==> config.mk <==
export PLATFORM = sky130hd
export DESIGN_NAME = disp_irq_unit
export DESIGN_NICKNAME = d
export VERILOG_FILES = /design/src/rtl/disp_irq_pkg.sv /design/src/rtl/disp_irq_track.sv /design/src/rtl/disp_irq_status.sv /design/src/rtl/disp_irq_regs.sv /design/src/rtl/disp_irq_unit.sv
export SDC_FILE = /design/constraint.sdc
export NUM_CORES = 1
export LEC_CHECK = 0
export ABC_AREA = 1
export BUFFER_PORTS_ARGS = -buffer_cell sky130_fd_sc_hd__buf_4
export CAP_MARGIN = 30
export CORE_MARGIN = 8
export CORE_UTILIZATION = 35
export DETAILED_ROUTE_END_ITERATION = 8
export GPL_ROUTABILITY_DRIVEN = 0
export PLACE_DENSITY = 0.82
export SLEW_MARGIN = 5
export SYNTH_ARGS = -nofsm -noshare
export SYNTH_HDL_FRONTEND = slang
export SYNTH_SLANG_ARGS = --single-unit
==> constraint.sdc <==
create_clock -name clk -period 1.1 [get_ports clk]
set_clock_uncertainty 0.15 [all_clocks]
set_input_delay 0.22 -clock clk [delete_from_list [all_inputs] [get_ports clk]]
set_output_delay 0.22 -clock clk [all_outputs]
set_load 0.02 [all_outputs]
==> src/rtl/disp_irq_pkg.sv <==
package disp_irq_pkg;
    localparam int NUM_EV  = 4;
    localparam int B_UFLOW = 0;
    localparam int B_NEXT  = 1;
    localparam int B_VCMP  = 2;
    localparam int B_DONE  = 3;
    typedef logic [NUM_EV-1:0] ev_vec_t;
endpackage

==> src/rtl/disp_irq_track.sv <==
module disp_irq_track (
    input  logic clk,
    input  logic rst_n,
    input  logic en_wr,
    input  logic en_val,
    input  logic frame_end,
    output logic active,
    output logic done_set
);
    typedef struct packed {
        logic active;
        logic pend;
    } trk_t;

    trk_t trk_d, trk_q;

    always_comb begin
        trk_d    = trk_q;
        done_set = 1'b0;
        if (en_wr && en_val) begin
            trk_d.active = 1'b1;
            trk_d.pend   = 1'b0;
        end else begin
            if (frame_end && trk_q.pend) begin
                trk_d.active = 1'b0;
                trk_d.pend   = 1'b0;
                done_set     = 1'b1;
            end
            if (en_wr && !en_val && trk_q.active && !(frame_end && trk_q.pend)) begin
                trk_d.pend = 1'b1;
            end
        end
    end

    always_ff @(posedge clk or negedge rst_n) begin
        if (!rst_n) trk_q <= '0;
        else        trk_q <= trk_d;
    end

    assign active = trk_q.active;

    AST_PEND_IMPLIES_ACTIVE: assert property (@(posedge clk) disable iff (!rst_n)
        trk_q.pend |-> trk_q.active);
    AST_DROP_ONLY_AT_END: assert property (@(posedge clk) disable iff (!rst_n)
        $fell(trk_q.active) |-> ($past(frame_end) && $past(trk_q.pend)));
endmodule

==> src/rtl/disp_irq_status.sv <==
module disp_irq_status
    import disp_irq_pkg::*;
(
    input  logic    clk,
    input  logic    rst_n,
    input  ev_vec_t set_vec,
    input  ev_vec_t clr_vec,
    output ev_vec_t stat
);
    typedef struct packed {
        ev_vec_t stat;
    } st_t;

    st_t st_d, st_q;

    always_comb begin
        st_d      = st_q;
        st_d.stat = (st_q.stat & ~clr_vec) | set_vec;
    end

    always_ff @(posedge clk or negedge rst_n) begin
        if (!rst_n) st_q <= '0;
        else        st_q <= st_d;
    end

    assign stat = st_q.stat;

    for (genvar i = 0; i < NUM_EV; i++) begin : g_chk
        AST_SET_WINS: assert property (@(posedge clk) disable iff (!rst_n)
            set_vec[i] |=> stat[i]);
        AST_NO_SPURIOUS_SET: assert property (@(posedge clk) disable iff (!rst_n)
            (stat[i] && !$past(stat[i])) |-> $past(set_vec[i]));
        AST_STICKY: assert property (@(posedge clk) disable iff (!rst_n)
            (stat[i] && !clr_vec[i]) |=> stat[i]);
    end
endmodule

==> src/rtl/disp_irq_regs.sv <==
module disp_irq_regs
    import disp_irq_pkg::*;
(
    input  logic    clk,
    input  logic    rst_n,
    input  logic    mask_we,
    input  ev_vec_t mask_wdata,
    input  ev_vec_t stat,
    output ev_vec_t mask,
    output ev_vec_t int_vec,
    output logic    irq
);
    typedef struct packed {
        ev_vec_t mask;
        logic    irq;
    } rg_t;

    rg_t rg_d, rg_q;

    always_comb begin
        rg_d     = rg_q;
        int_vec  = rg_q.mask & stat;
        rg_d.irq = |int_vec;
        if (mask_we) rg_d.mask = mask_wdata;
    end

    always_ff @(posedge clk or negedge rst_n) begin
        if (!rst_n) rg_q <= '0;
        else        rg_q <= rg_d;
    end

    assign mask = rg_q.mask;
    assign irq  = rg_q.irq;

    AST_MASK_HOLDS: assert property (@(posedge clk) disable iff (!rst_n)
        !mask_we |=> $stable(rg_q.mask));
endmodule

==> src/rtl/disp_irq_unit.sv <==
module disp_irq_unit
    import disp_irq_pkg::*;
#(
    parameter int ADDR_W = 4,
    parameter int DATA_W = 32,
    parameter logic [ADDR_W-1:0] OFF_STAT = 'h0,
    parameter logic [ADDR_W-1:0] OFF_MASK = 'h4,
    parameter logic [ADDR_W-1:0] OFF_INT  = 'h8
) (
    input  logic              clk,
    input  logic              rst_n,
    input  logic              bus_sel,
    input  logic              bus_wr,
    input  logic [ADDR_W-1:0] bus_addr,
    input  logic [DATA_W-1:0] bus_wdata,
    output logic [DATA_W-1:0] bus_rdata,
    input  logic              base_wr,
    input  logic              en_wr,
    input  logic              en_val,
    input  logic              ev_underrun,
    input  logic              ev_base_xfer,
    input  logic              ev_vcomp,
    input  logic              ev_frame_end,
    output logic              irq_o,
    output logic              ctl_active
);
    localparam int PAD_W = DATA_W - NUM_EV;

    ev_vec_t set_vec, clr_vec, stat, mask, int_vec, wd;
    logic    done_set, wr_stat, wr_mask;
    logic    wdata_unused;

    assign wd           = bus_wdata[NUM_EV-1:0];
    assign wdata_unused = ^bus_wdata[DATA_W-1:NUM_EV];
    assign wr_stat      = bus_sel && bus_wr && (bus_addr == OFF_STAT);
    assign wr_mask      = bus_sel && bus_wr && (bus_addr == OFF_MASK);

    always_comb begin
        set_vec          = '0;
        set_vec[B_UFLOW] = ev_underrun;
        set_vec[B_NEXT]  = ev_base_xfer;
        set_vec[B_VCMP]  = ev_vcomp;
        set_vec[B_DONE]  = done_set;
        clr_vec          = wr_stat ? wd : '0;
        clr_vec[B_NEXT]  = clr_vec[B_NEXT] | base_wr;
        clr_vec[B_DONE]  = clr_vec[B_DONE] | base_wr | (en_wr && en_val);
    end

    always_comb begin
        case (bus_addr)
            OFF_STAT: bus_rdata = {{PAD_W{1'b0}}, stat};
            OFF_MASK: bus_rdata = {{PAD_W{1'b0}}, mask};
            OFF_INT:  bus_rdata = {{PAD_W{1'b0}}, int_vec};
            default:  bus_rdata = '0;
        endcase
    end

    disp_irq_track u_track (
        .clk(clk), .rst_n(rst_n), .en_wr(en_wr), .en_val(en_val),
        .frame_end(ev_frame_end), .active(ctl_active), .done_set(done_set)
    );

    disp_irq_status u_status (
        .clk(clk), .rst_n(rst_n), .set_vec(set_vec), .clr_vec(clr_vec), .stat(stat)
    );

    disp_irq_regs u_regs (
        .clk(clk), .rst_n(rst_n), .mask_we(wr_mask), .mask_wdata(wd),
        .stat(stat), .mask(mask), .int_vec(int_vec), .irq(irq_o)
    );

    AST_IRQ_LAGS_VECTOR: assert property (@(posedge clk) disable iff (!rst_n)
        irq_o == |($past(stat) & $past(mask)));
    AST_FALL_SETS_DONE: assert property (@(posedge clk) disable iff (!rst_n)
        $fell(ctl_active) |-> stat[B_DONE]);
    AST_DONE_CLEARED: assert property (@(posedge clk) disable iff (!rst_n)
        ((base_wr || (en_wr && en_val)) && !done_set) |=> !stat[B_DONE]);
    AST_NEXT_CLEARED: assert property (@(posedge clk) disable iff (!rst_n)
        (base_wr && !ev_base_xfer) |=> !stat[B_NEXT]);
    AST_VCMP_STICKY: assert property (@(posedge clk) disable iff (!rst_n)
        (stat[B_VCMP] && !(wr_stat && wd[B_VCMP])) |=> stat[B_VCMP]);
    AST_INT_WRITE_IGNORED: assert property (@(posedge clk) disable iff (!rst_n)
        (bus_sel && bus_wr && bus_addr == OFF_INT) |=> $stable(mask));
endmodule

==> impl_metrics.csv, run 1 <==
group,metric,value,unit
run,cap_violations,0,
global_routing,grt_max_degree,12,
synth,synth.area.mux_share,0,
placed_design,hpwl,1690,um
worst_setup_path,start_kind,"register",
clocking,path_clk_slew,70,ps
global_routing,antenna_found_initial,0,
timing,slew_violations,0,
synth,synth_cells,107,
clocking,cts-root-buf,"clkbuf_4",
power,p_per_area,1120,nW/um^2
worst_setup_path,ff2ff_setup_slack,40,ps
die,start_util,0.370,
clocking,numCtsBuffers,3,
worst_setup_path,arrival,990,ps
hold_path,min_path_type,"input port to register",
timing,min_period_over_period,1.24,
synth,ys_async_sr_fraction,1.00,
timing,fin_setup_tns,-1110,ps
synth,yosysSeqAreaShare,0.340,
synth,yosysTopAreaCellShare,0.340,
synth,synthAdderAreaFrac,0,
status,status,"finished, violations left",
finish,fin_nets,199,
power,power_leakage,0.625,nW
synth,synth_warnings,0,
clocking,htreeDepth,1,
detailed_routing,ant_nets,0,
worst_setup_path,crit_chain,"nand3_1 -> nand3_2 -> buf_6",
worst_setup_path,worstSetupPathType,"register to output port",
synth,synthFlopType,"dfrtp_1",
detailed_routing,routedWlPerCell,11.3,um
die,die_w,64.1,um
synth,synth_area_leaders,"dfrtp_1 (34%), buf_4 (26%), nand2_1 (15%)",
clocking,clock-sinks,11,
placed_design,port_buffers,24,
synth,synth-simple-area-share,0.332,
detailed_routing,dr.pass1.iters,4,
detailed_routing,wl,2020,um
die,coreArea,2190,sq um
global_routing,grt_pass1_wl,3420,um
synth,synth_common_cells,"nand2_1 (32), buf_4 (28), nand3_1 (13)",
synth,synth_xor_xnor_area_share,0,
power,peakVddDrop,1010,uV
global_routing,grt_pass1_vias,810,
synth,syn_area,810,sq um
die,die_area,4110,sq um
clocking,clk_latency,260,ps
finish,drive_above_1_share,0.358,
detailed_routing,first_iter_violations,13,
detailed_routing,dr_total_vias,743,
clocking,clock_path_buffers,2,
worst_setup_path,crit_path_end_kind,"output port",
timing,whs,29.2,ps
status,violations,"setup timing",
die,die_h,64.1,um
synth,synth_largest_area_cell,"dfrtp_1",
synth,synth_top_family_by_area,"simple AND/OR/NAND/NOR gates",
timing,fin_ws,-260,ps
worst_setup_path,crit_path_max_fanout,4,
detailed_routing,drc,0,
worst_setup_path,slowest_delay,410,ps
die,row_count,17,
finish,area_delta_synth_final,40.3,%
synth,ys_types,15,
synth,synth.ff_latch_count,11,
timing,rsz0062_at_grt,"yes",
global_routing,grtUsageTotal,0.0996,
global_routing,globalRoute.totalOverflow,0,
worst_setup_path,cp_data_required_time,730,ps
synth,avgSynthCellArea,7.57,sq um
timing,hold_viol_final,0,
finish,antennaDiodeCount,0,
detailed_routing,routed_via_density,4.15,
worst_setup_path,slowest_stage,"dfrtp_1",
die,ioPinCount,81,
timing,fin_crit,1360,ps
clocking,tritoncts,"built",
synth,yosysMostFrequentCell,"nand2_1",
timing,finalSetupViolations,6,
synth,synth-compound-area-share,0.0309,
synth,synth-edff-count,0,
timing,fmax,735,MHz
==> per-layer routing <==
layer  vias to the layer above  wire [um]  GRT usage
met5                         -          0          0
met2                        43       1050      0.184
met4                         0          0    0.00817
met3                         0        265     0.0557
met1                       328        713     0.0986
li1                        372          -          -
==> logic make-up (layout without fill, tap and decap cells) <==
kind of cell / count (synthesis) / count (layout)
simple gates: 56 / 56
buf+inv: 35 / 52
flops: 11 / 11
compound gates: 4 / 4
other cells: 1 / 28
==> cells in the final DEF (no fill, tap or decap) <==
cell type / count
dfrtp_1: 11
a21o_1: 2
clkbuf_1: 1
inv_1: 3
nand3_1: 9
nand2_1: 32
nand2_2: 2
dlygate4sd3_1: 4
a21oi_1: 2
nor3_4: 1
clkbuf_4: 3
nand4_1: 2
buf_6: 8
buf_4: 29
nand3b_1: 1
inv_2: 4
nand3_2: 4
nor2_4: 3
conb_1: 28
nor2_1: 2
==> metrics by stage <==
step	std cells	utilization	total power, mW	instance area (sq um)	setup slack, ps
global route	179	0.519	1.36	1140	-357
global placement	169	0.468	0.931	1020	-278
CTS	178	0.515	1.27	1130	-268
floorplan	134	-	0.827	937	-37.7
finish	179	0.519	1.27	1140	-260
detailed placement	169	0.468	0.943	1020	-295
==> flip-flops by register name, summed over array words and instances, names as in the netlist <==
signal and flops:
u_regs.irq 1, u_regs.mask 4, u_track.trk_q 1, u_track.active 1
u_status.stat 4
==> layout make-up <==
type                       count  area (sq um)
fill                         219          1050
tap                           28          35.0
clock buffer                   4          26.3
timing repair buffer          41           348
sequential                    11           275
multi-input combinational     88           425
inverter                       7          26.3
==> critical path: cells and delay by family, from the launching register on <==
family | cells | cell delay [ps]
buffers and inverters | 1 | 130
flip-flops | 1 | 410
AND/OR/NAND/NOR | 2 | 180
==> worst paths after layout <==
path / start / cells after the start / to
setup / recovery: u_regs.mask[1]$_DFFE_PN0P_ / 3 / bus_rdata[1]
hold / removal: en_val / 3 / u_track.active$_DFFE_PN0P_
setup reg to reg: u_track.active$_DFFE_PN0P_ / 4 / u_track.trk_q[0]$_DFFE_PN0P_
hold reg to reg: u_regs.mask[1]$_DFFE_PN0P_ / 2 / u_regs.mask[1]$_DFFE_PN0P_
max in group asynchronous: rst_n / 2 / u_track.active$_DFFE_PN0P_
min in group asynchronous: rst_n / 2 / u_status.stat[3]$_DFF_PN0_
==> repair_timing <==
item                                    4_1_cts  5_1_grt
pin swaps                                     1        0
buffers inserted                              1        1
endpoints found under the setup margin        6        9
endpoints found under the hold margin        14        0
hold buffers                                  4        0
resized for setup                             8        0
==> power by group <==
part / switching (mW) / internal, mW
registers: 0.0479 / 0.472
logic: 0.263 / 0.219
clock network: 0.131 / 0.140
total: 0.442 / 0.832
(Power assumes the default switching activity.)
==> run 2: changes to the inputs <==
--- a/config.mk
+++ b/config.mk
@@ -9,11 +9,12 @@
 export BUFFER_PORTS_ARGS = -buffer_cell sky130_fd_sc_hd__buf_4
 export CAP_MARGIN = 30
 export CORE_MARGIN = 8
-export CORE_UTILIZATION = 35
+export CORE_UTILIZATION = 37
 export DETAILED_ROUTE_END_ITERATION = 8
 export GPL_ROUTABILITY_DRIVEN = 0
-export PLACE_DENSITY = 0.82
+export PLACE_DENSITY = 0.83
 export SLEW_MARGIN = 5
 export SYNTH_ARGS = -nofsm -noshare
 export SYNTH_HDL_FRONTEND = slang
+export SYNTH_HIERARCHICAL = 1
 export SYNTH_SLANG_ARGS = --single-unit
==> run 2 against run 1 <==
Effect of this change:
- the flow still finishes with violations (setup timing)
- area after synthesis is 9.3% higher
- utilization is 8.0 points higher
- critical path type unchanged
- register-to-register slack worse by 300 ps
- clock power hardly changed
- count of clock-buffer cells in the layout is 1 lower
- worst hold slack worse by 5.6 ps
- power is 13% higher
- sequential share of layout area is 3.6 points lower
- combinational power is 35% higher
- final cell count is 16% higher
- via count is 15% higher
==> impl_metrics.csv, run 2 <==
group,metric,value,unit
run,cap_violations,0,
synth,ys_async_sr_fraction,1.00,
die,coreArea,2230,sq um
placed_design,placed_cell_area,1090,sq um
global_routing,globalRoute.totalOverflow,0,
finish,drive_above_1_share,0.417,
timing,fmax,686,MHz
worst_setup_path,cp_data_required_time,730,ps
timing,min_period_over_period,1.33,
clocking,numCtsBuffers,3,
detailed_routing,routedWlPerCell,11.6,um
placed_design,port_buffers,24,
power,power_leakage,0.769,nW
global_routing,grt_pass1_vias,929,
placed_design,post-place-ws,-189,ps
synth,synth_common_cells,"buf_4 (28), nand2_1 (25), inv_1 (23)",
die,ioPinCount,81,
global_routing,grt_max_degree,16,
status,violations,"setup timing",
worst_setup_path,arrival,1090,ps
die,row_count,17,
power,p_per_area,1080,nW/um^2
global_routing,grtUsageTotal,0.108,
synth,synth-compound-area-share,0.0396,
detailed_routing,routed_via_density,4.13,
detailed_routing,dr.pass1.iters,4,
worst_setup_path,crit_path_max_fanout,3,
clocking,tritoncts,"built",
synth,synth-simple-area-share,0.293,
global_routing,grt_use_met1,0.0955,
clocking,clk_latency,270,ps
worst_setup_path,worstSetupPathType,"register to output port",
worst_setup_path,crit_path_end_kind,"output port",
clocking,htreeDepth,1,
timing,rsz0062_at_grt,"yes",
timing,slew_violations,0,
timing,fin_ws,-358,ps
finish,layout_common_cells,"buf_4 (36), conb_1 (28), nand2_1 (21)",
status,status,"finished, violations left",
clocking,cts-root-buf,"clkbuf_4",
timing,finalSetupViolations,7,
synth,ys_types,15,
detailed_routing,dr_total_vias,858,
synth,synth_xor_xnor_area_share,0,
synth,synth_area_leaders,"dfrtp_1 (31%), buf_4 (24%), nand2_1 (11%)",
synth,synthFlopType,"dfrtp_1",
die,die_w,64.9,um
die,start_util,0.396,
finish,stdcell_area,1340,sq um
synth,synth.area.mux_share,0,
finish,fin_nets,228,
finish,final_util,0.599,
finish,n_fill_cell,217,
power,peakVddDrop,673,uV
synth,yosysTopAreaCellShare,0.311,
synth,synth.ff_latch_count,11,
clocking,clock_path_buffers,2,
detailed_routing,ant_nets,0,
synth,syn_area,885,sq um
detailed_routing,drc,0,
synth,yosysSeqAreaShare,0.311,
global_routing,antenna_found_initial,0,
timing,fin_crit,1460,ps
hold_path,min_path_type,"input port to register",
synth,avgSynthCellArea,6.97,sq um
finish,area_delta_synth_final,51.2,%
detailed_routing,first_iter_violations,26,
synth,yosysMostFrequentCell,"buf_4",
global_routing,gr-max-usage-layer,"met2",
finish,final_common_cell,"buf_4",
global_routing,grt_pass1_wl,3650,um
finish,antennaDiodeCount,0,
global_routing,grt_use_met2,0.212,
synth,synth-edff-count,0,
synth,synthAdderAreaFrac,0,
synth,synth_top_family_by_area,"buffers and inverters",
power,p_total,1.44,mW
synth,synth_largest_area_cell,"dfrtp_1",
synth,synth_cells,127,
synth,synth_warnings,6,
worst_setup_path,start_kind,"register",
timing,hold_viol_final,0,
clocking,clock-sinks,11,
die,die_area,4210,sq um
die,die_h,64.9,um
placed_design,hpwl,1650,um
clocking,path_clk_slew,70,ps
detailed_routing,wl,2420,um
global_routing,met3_usage,0.0361,
==> run 2: cell count changes after synthesis, sizes merged <==
cell	delta
buf	+1
nand2	-7
a21o	-2
nor3	-1
nand3	+5
inv	+17
nand3b	-1
o21ai	+4
a21oi	+1
nor2	+3
==> run 2: cell families (layout without fill, tap and decap cells) <==
logic type,count (synthesis),after routing
simple gates,55,55
other cells,1,28
flops,11,11
compound gates,7,7
buf+inv,53,79
==> run 2: metal layers <==
metal	part of all wire	wire, um
met4	0.0091	22
met3	0.095	230
met1	0.34	831
met2	0.55	1340
met5	0	0
==> run 2: power by group <==
| part | internal, mW | total, mW | switching, mW |
|---|---|---|---|
| logic | 0.323 | 0.653 | 0.330 |
| registers | 0.467 | 0.515 | 0.0488 |
| clock network | 0.135 | 0.274 | 0.139 |
==> run 2: worst paths after layout <==
check	startpoint	end	slack [ps]	cells past startpoint
worst max-delay path	u_status/stat[1]$_DFF_PN0_	bus_rdata[1]	-360	5
worst min-delay path	bus_wdata[0]	u_regs/mask[0]$_DFFE_PN0P_	20	3
worst max register to register	u_status/stat[3]$_DFF_PN0_	u_regs/irq$_DFF_PN0_	-260	9
worst min register to register	u_status/stat[2]$_DFF_PN0_	u_status/stat[2]$_DFF_PN0_	390	2
max in group asynchronous	rst_n	u_regs/mask[2]$_DFFE_PN0P_	480	2
min in group asynchronous	rst_n	u_status/stat[3]$_DFF_PN0_	170	2
==> run 2: layout make-up <==
type	instances	area, sq um	share of cell area
Sequential cell	11	275	0.206
Timing Repair Buffer	51	443	0.331
Multi-Input combinational cell	90	467	0.349
Clock buffer	3	22.5	0.0168
Clock inverter	1	5.00	0.00374
Inverter	24	90.1	0.0674
Tap cell	28	35.0	0.0262
==> run 2: metrics by stage <==
stage | TNS (ps) | std cells | hold slack, ps
2_1_floorplan | 0 | 154 | -226
3_3_place_gp | -1670 | 187 | -87.5
3_5_place_dp | -1830 | 187 | -86.8
4_1_cts | -1800 | 206 | 8.21
5_1_grt | -2070 | 208 | 42.4
6_report | -1770 | 208 | 23.6
==> run 2: what timing repair did <==
action,CTS,global route
hold buffers,4,0
hold endpoints to repair,14,0
pin swaps,8,5
resized for setup,13,10
setup endpoints to repair,6,7
buffers inserted,11,3
==> run 2: worst max-delay path: stages, from the launching register on <==
cell and delay, ps:
dfrtp_1 410, nand2_2 90, inv_2 40, nand3_2 60, nand3_2 70, buf_6 140
==> run 3: changes to the inputs <==
--- a/config.mk
+++ b/config.mk
@@ -12,7 +12,7 @@
 export CORE_UTILIZATION = 37
 export DETAILED_ROUTE_END_ITERATION = 8
 export GPL_ROUTABILITY_DRIVEN = 0
-export PLACE_DENSITY = 0.83
+export PLACE_DENSITY = 0.8
 export SLEW_MARGIN = 5
 export SYNTH_ARGS = -nofsm -noshare
 export SYNTH_HDL_FRONTEND = slang
==> run 3 against run 2 <==
Effect of this change:
- the flow still finishes with violations (setup timing)
- flip-flop and latch count unchanged
- sequential power about the same
- count of clock-buffer cells in the layout grew 1
- clock power about the same
- largest cell class unchanged
==> impl_metrics.csv, run 3 (synthesis results as in run 2) <==
group,metric,value,unit
worst_setup_path,crit_path_max_fanout,3,
placed_design,placed_cell_area,1040,sq um
worst_setup_path,start_kind,"register",
die,coreArea,2230,sq um
clocking,numCtsBuffers,3,
detailed_routing,first_iter_violations,31,
die,start_util,0.396,
detailed_routing,routed_via_density,4.17,
timing,slew_violations,0,
worst_setup_path,r2r_cells,4,
global_routing,grt_max_degree,16,
timing,min_period_over_period,1.32,
power,power_leakage,0.722,nW
clocking,clk_latency,270,ps
hold_path,holdPathEnd,"u_regs/mask[0]$_DFFE_PN0P_",
status,status,"finished, violations left",
placed_design,hpwl,1750,um
global_routing,grtUsageTotal,0.105,
finish,final_common_cell,"buf_4",
run,cap_violations,0,
global_routing,grt_pass1_vias,857,
power,p_per_area,1060,nW/um^2
status,violations,"setup timing",
clocking,path_clk_slew,70,ps
clocking,clock_path_buffers,2,
hold_path,hold_path_depth,3,
worst_setup_path,cp_data_required_time,730,ps
finish,antennaDiodeCount,0,
clocking,htreeDepth,1,
clocking,tritoncts,"built",
clocking,clock-sinks,11,
global_routing,grt_pass1_wl,3610,um
global_routing,globalRoute.totalOverflow,0,
detailed_routing,routedWlPerCell,11.6,um
power,peakVddDrop,662,uV
die,ioPinCount,81,
detailed_routing,wl,2320,um
clocking,cts-root-buf,"clkbuf_4",
detailed_routing,ant_nets,0,
placed_design,port_buffers,24,
finish,drive_above_1_share,0.360,
timing,finalSetupViolations,6,
finish,final_util,0.552,
die,die_w,64.9,um
placed_design,post-place-ws,-274,ps
finish,stdcell_area,1230,sq um
finish,layout_common_cells,"buf_4 (33), conb_1 (28), nand2_1 (23)",
worst_setup_path,crit_path_end_kind,"output port",
timing,fmax,691,MHz
timing,fin_crit,1450,ps
worst_setup_path,reg2reg_from,"u_status/stat[3]$_DFF_PN0_",
detailed_routing,drc,0,
die,row_count,17,
die,die_area,4210,sq um
finish,area_delta_synth_final,39.5,%
timing,whs,19.4,ps
detailed_routing,dr_total_vias,834,
hold_path,min_path_type,"input port to register",
timing,hold_viol_final,0,
finish,fin_nets,220,
worst_setup_path,r2r-end,"u_status/stat[3]$_DFF_PN0_",
global_routing,antenna_found_initial,0,
worst_setup_path,worstSetupPathType,"register to output port",
worst_setup_path,arrival,1080,ps
worst_setup_path,ff2ff_setup_slack,90,ps
detailed_routing,dr.pass1.iters,6,
hold_path,min_from,"bus_wdata[0]",
die,die_h,64.9,um
timing,rsz0062_at_grt,"yes",
timing,fin_ws,-347,ps
## run 3: through the flow
stage	TNS (ps)	power, mW	cells
6_report	-1460	1.31	200
5_1_grt	-1850	1.41	200
4_1_cts	-1590	1.28	194
3_5_place_dp	-2810	0.914	182
3_3_place_gp	-2370	0.899	182
2_1_floorplan	0	0.836	154
## run 3: layout make-up
cell class	count	area (sq um)
Tap cell	28	35.0
Multi-Input combinational cell	90	452
Inverter	24	90.1
Fill cell	212	1000
Clock buffer	4	26.3
Timing Repair Buffer	43	355
Sequential cell	11	275
## run 3: per-layer routing
| layer | wire length, um | track usage |
|---|---|---|
| met1 | 936 | 0.108 |
| met3 | 225 | 0.0515 |
| met2 | 1160 | 0.184 |
| met5 | 0 | 0 |
| met4 | 0 | 0.0327 |
## run 3: critical path, stage by stage, from the launching register on
cell	delay (ps)
dfrtp_1	410
nand2_1	90
inv_1	50
nand3_2	70
nand3_2	60
buf_6	130
## run 3: repair_timing
action / 4_1_cts / 5_1_grt
buffers inserted: 4 / 6
endpoints found under the setup margin: 6 / 14
gates resized for setup: 10 / 4
hold endpoints to repair: 14 / 0
hold buffers: 4 / 0
pin swaps: 7 / 3
## run 3: worst max path at each step
stage / startpoint / cells past startpoint / slack, ps / to
after floorplan: bus_addr[1] / 5 / 4 / u_regs/mask[0]$_DFFE_PN0P_
after global placement: bus_addr[1] / 5 / -230 / bus_rdata[0]
after detailed placement: bus_addr[1] / 5 / -270 / bus_rdata[1]
after CTS: u_status/stat[2]$_DFF_PN0_ / 5 / -360 / bus_rdata[2]
after global routing: u_regs/mask[3]$_DFFE_PN0P_ / 5 / -420 / bus_rdata[3]
final: u_regs/mask[3]$_DFFE_PN0P_ / 5 / -350 / bus_rdata[3]
## run 3: power breakdown
group / switching, mW / internal, mW
Sequential: 0.0497 / 0.467
Combinational: 0.289 / 0.231
Clock: 0.136 / 0.140
Total: 0.475 / 0.838
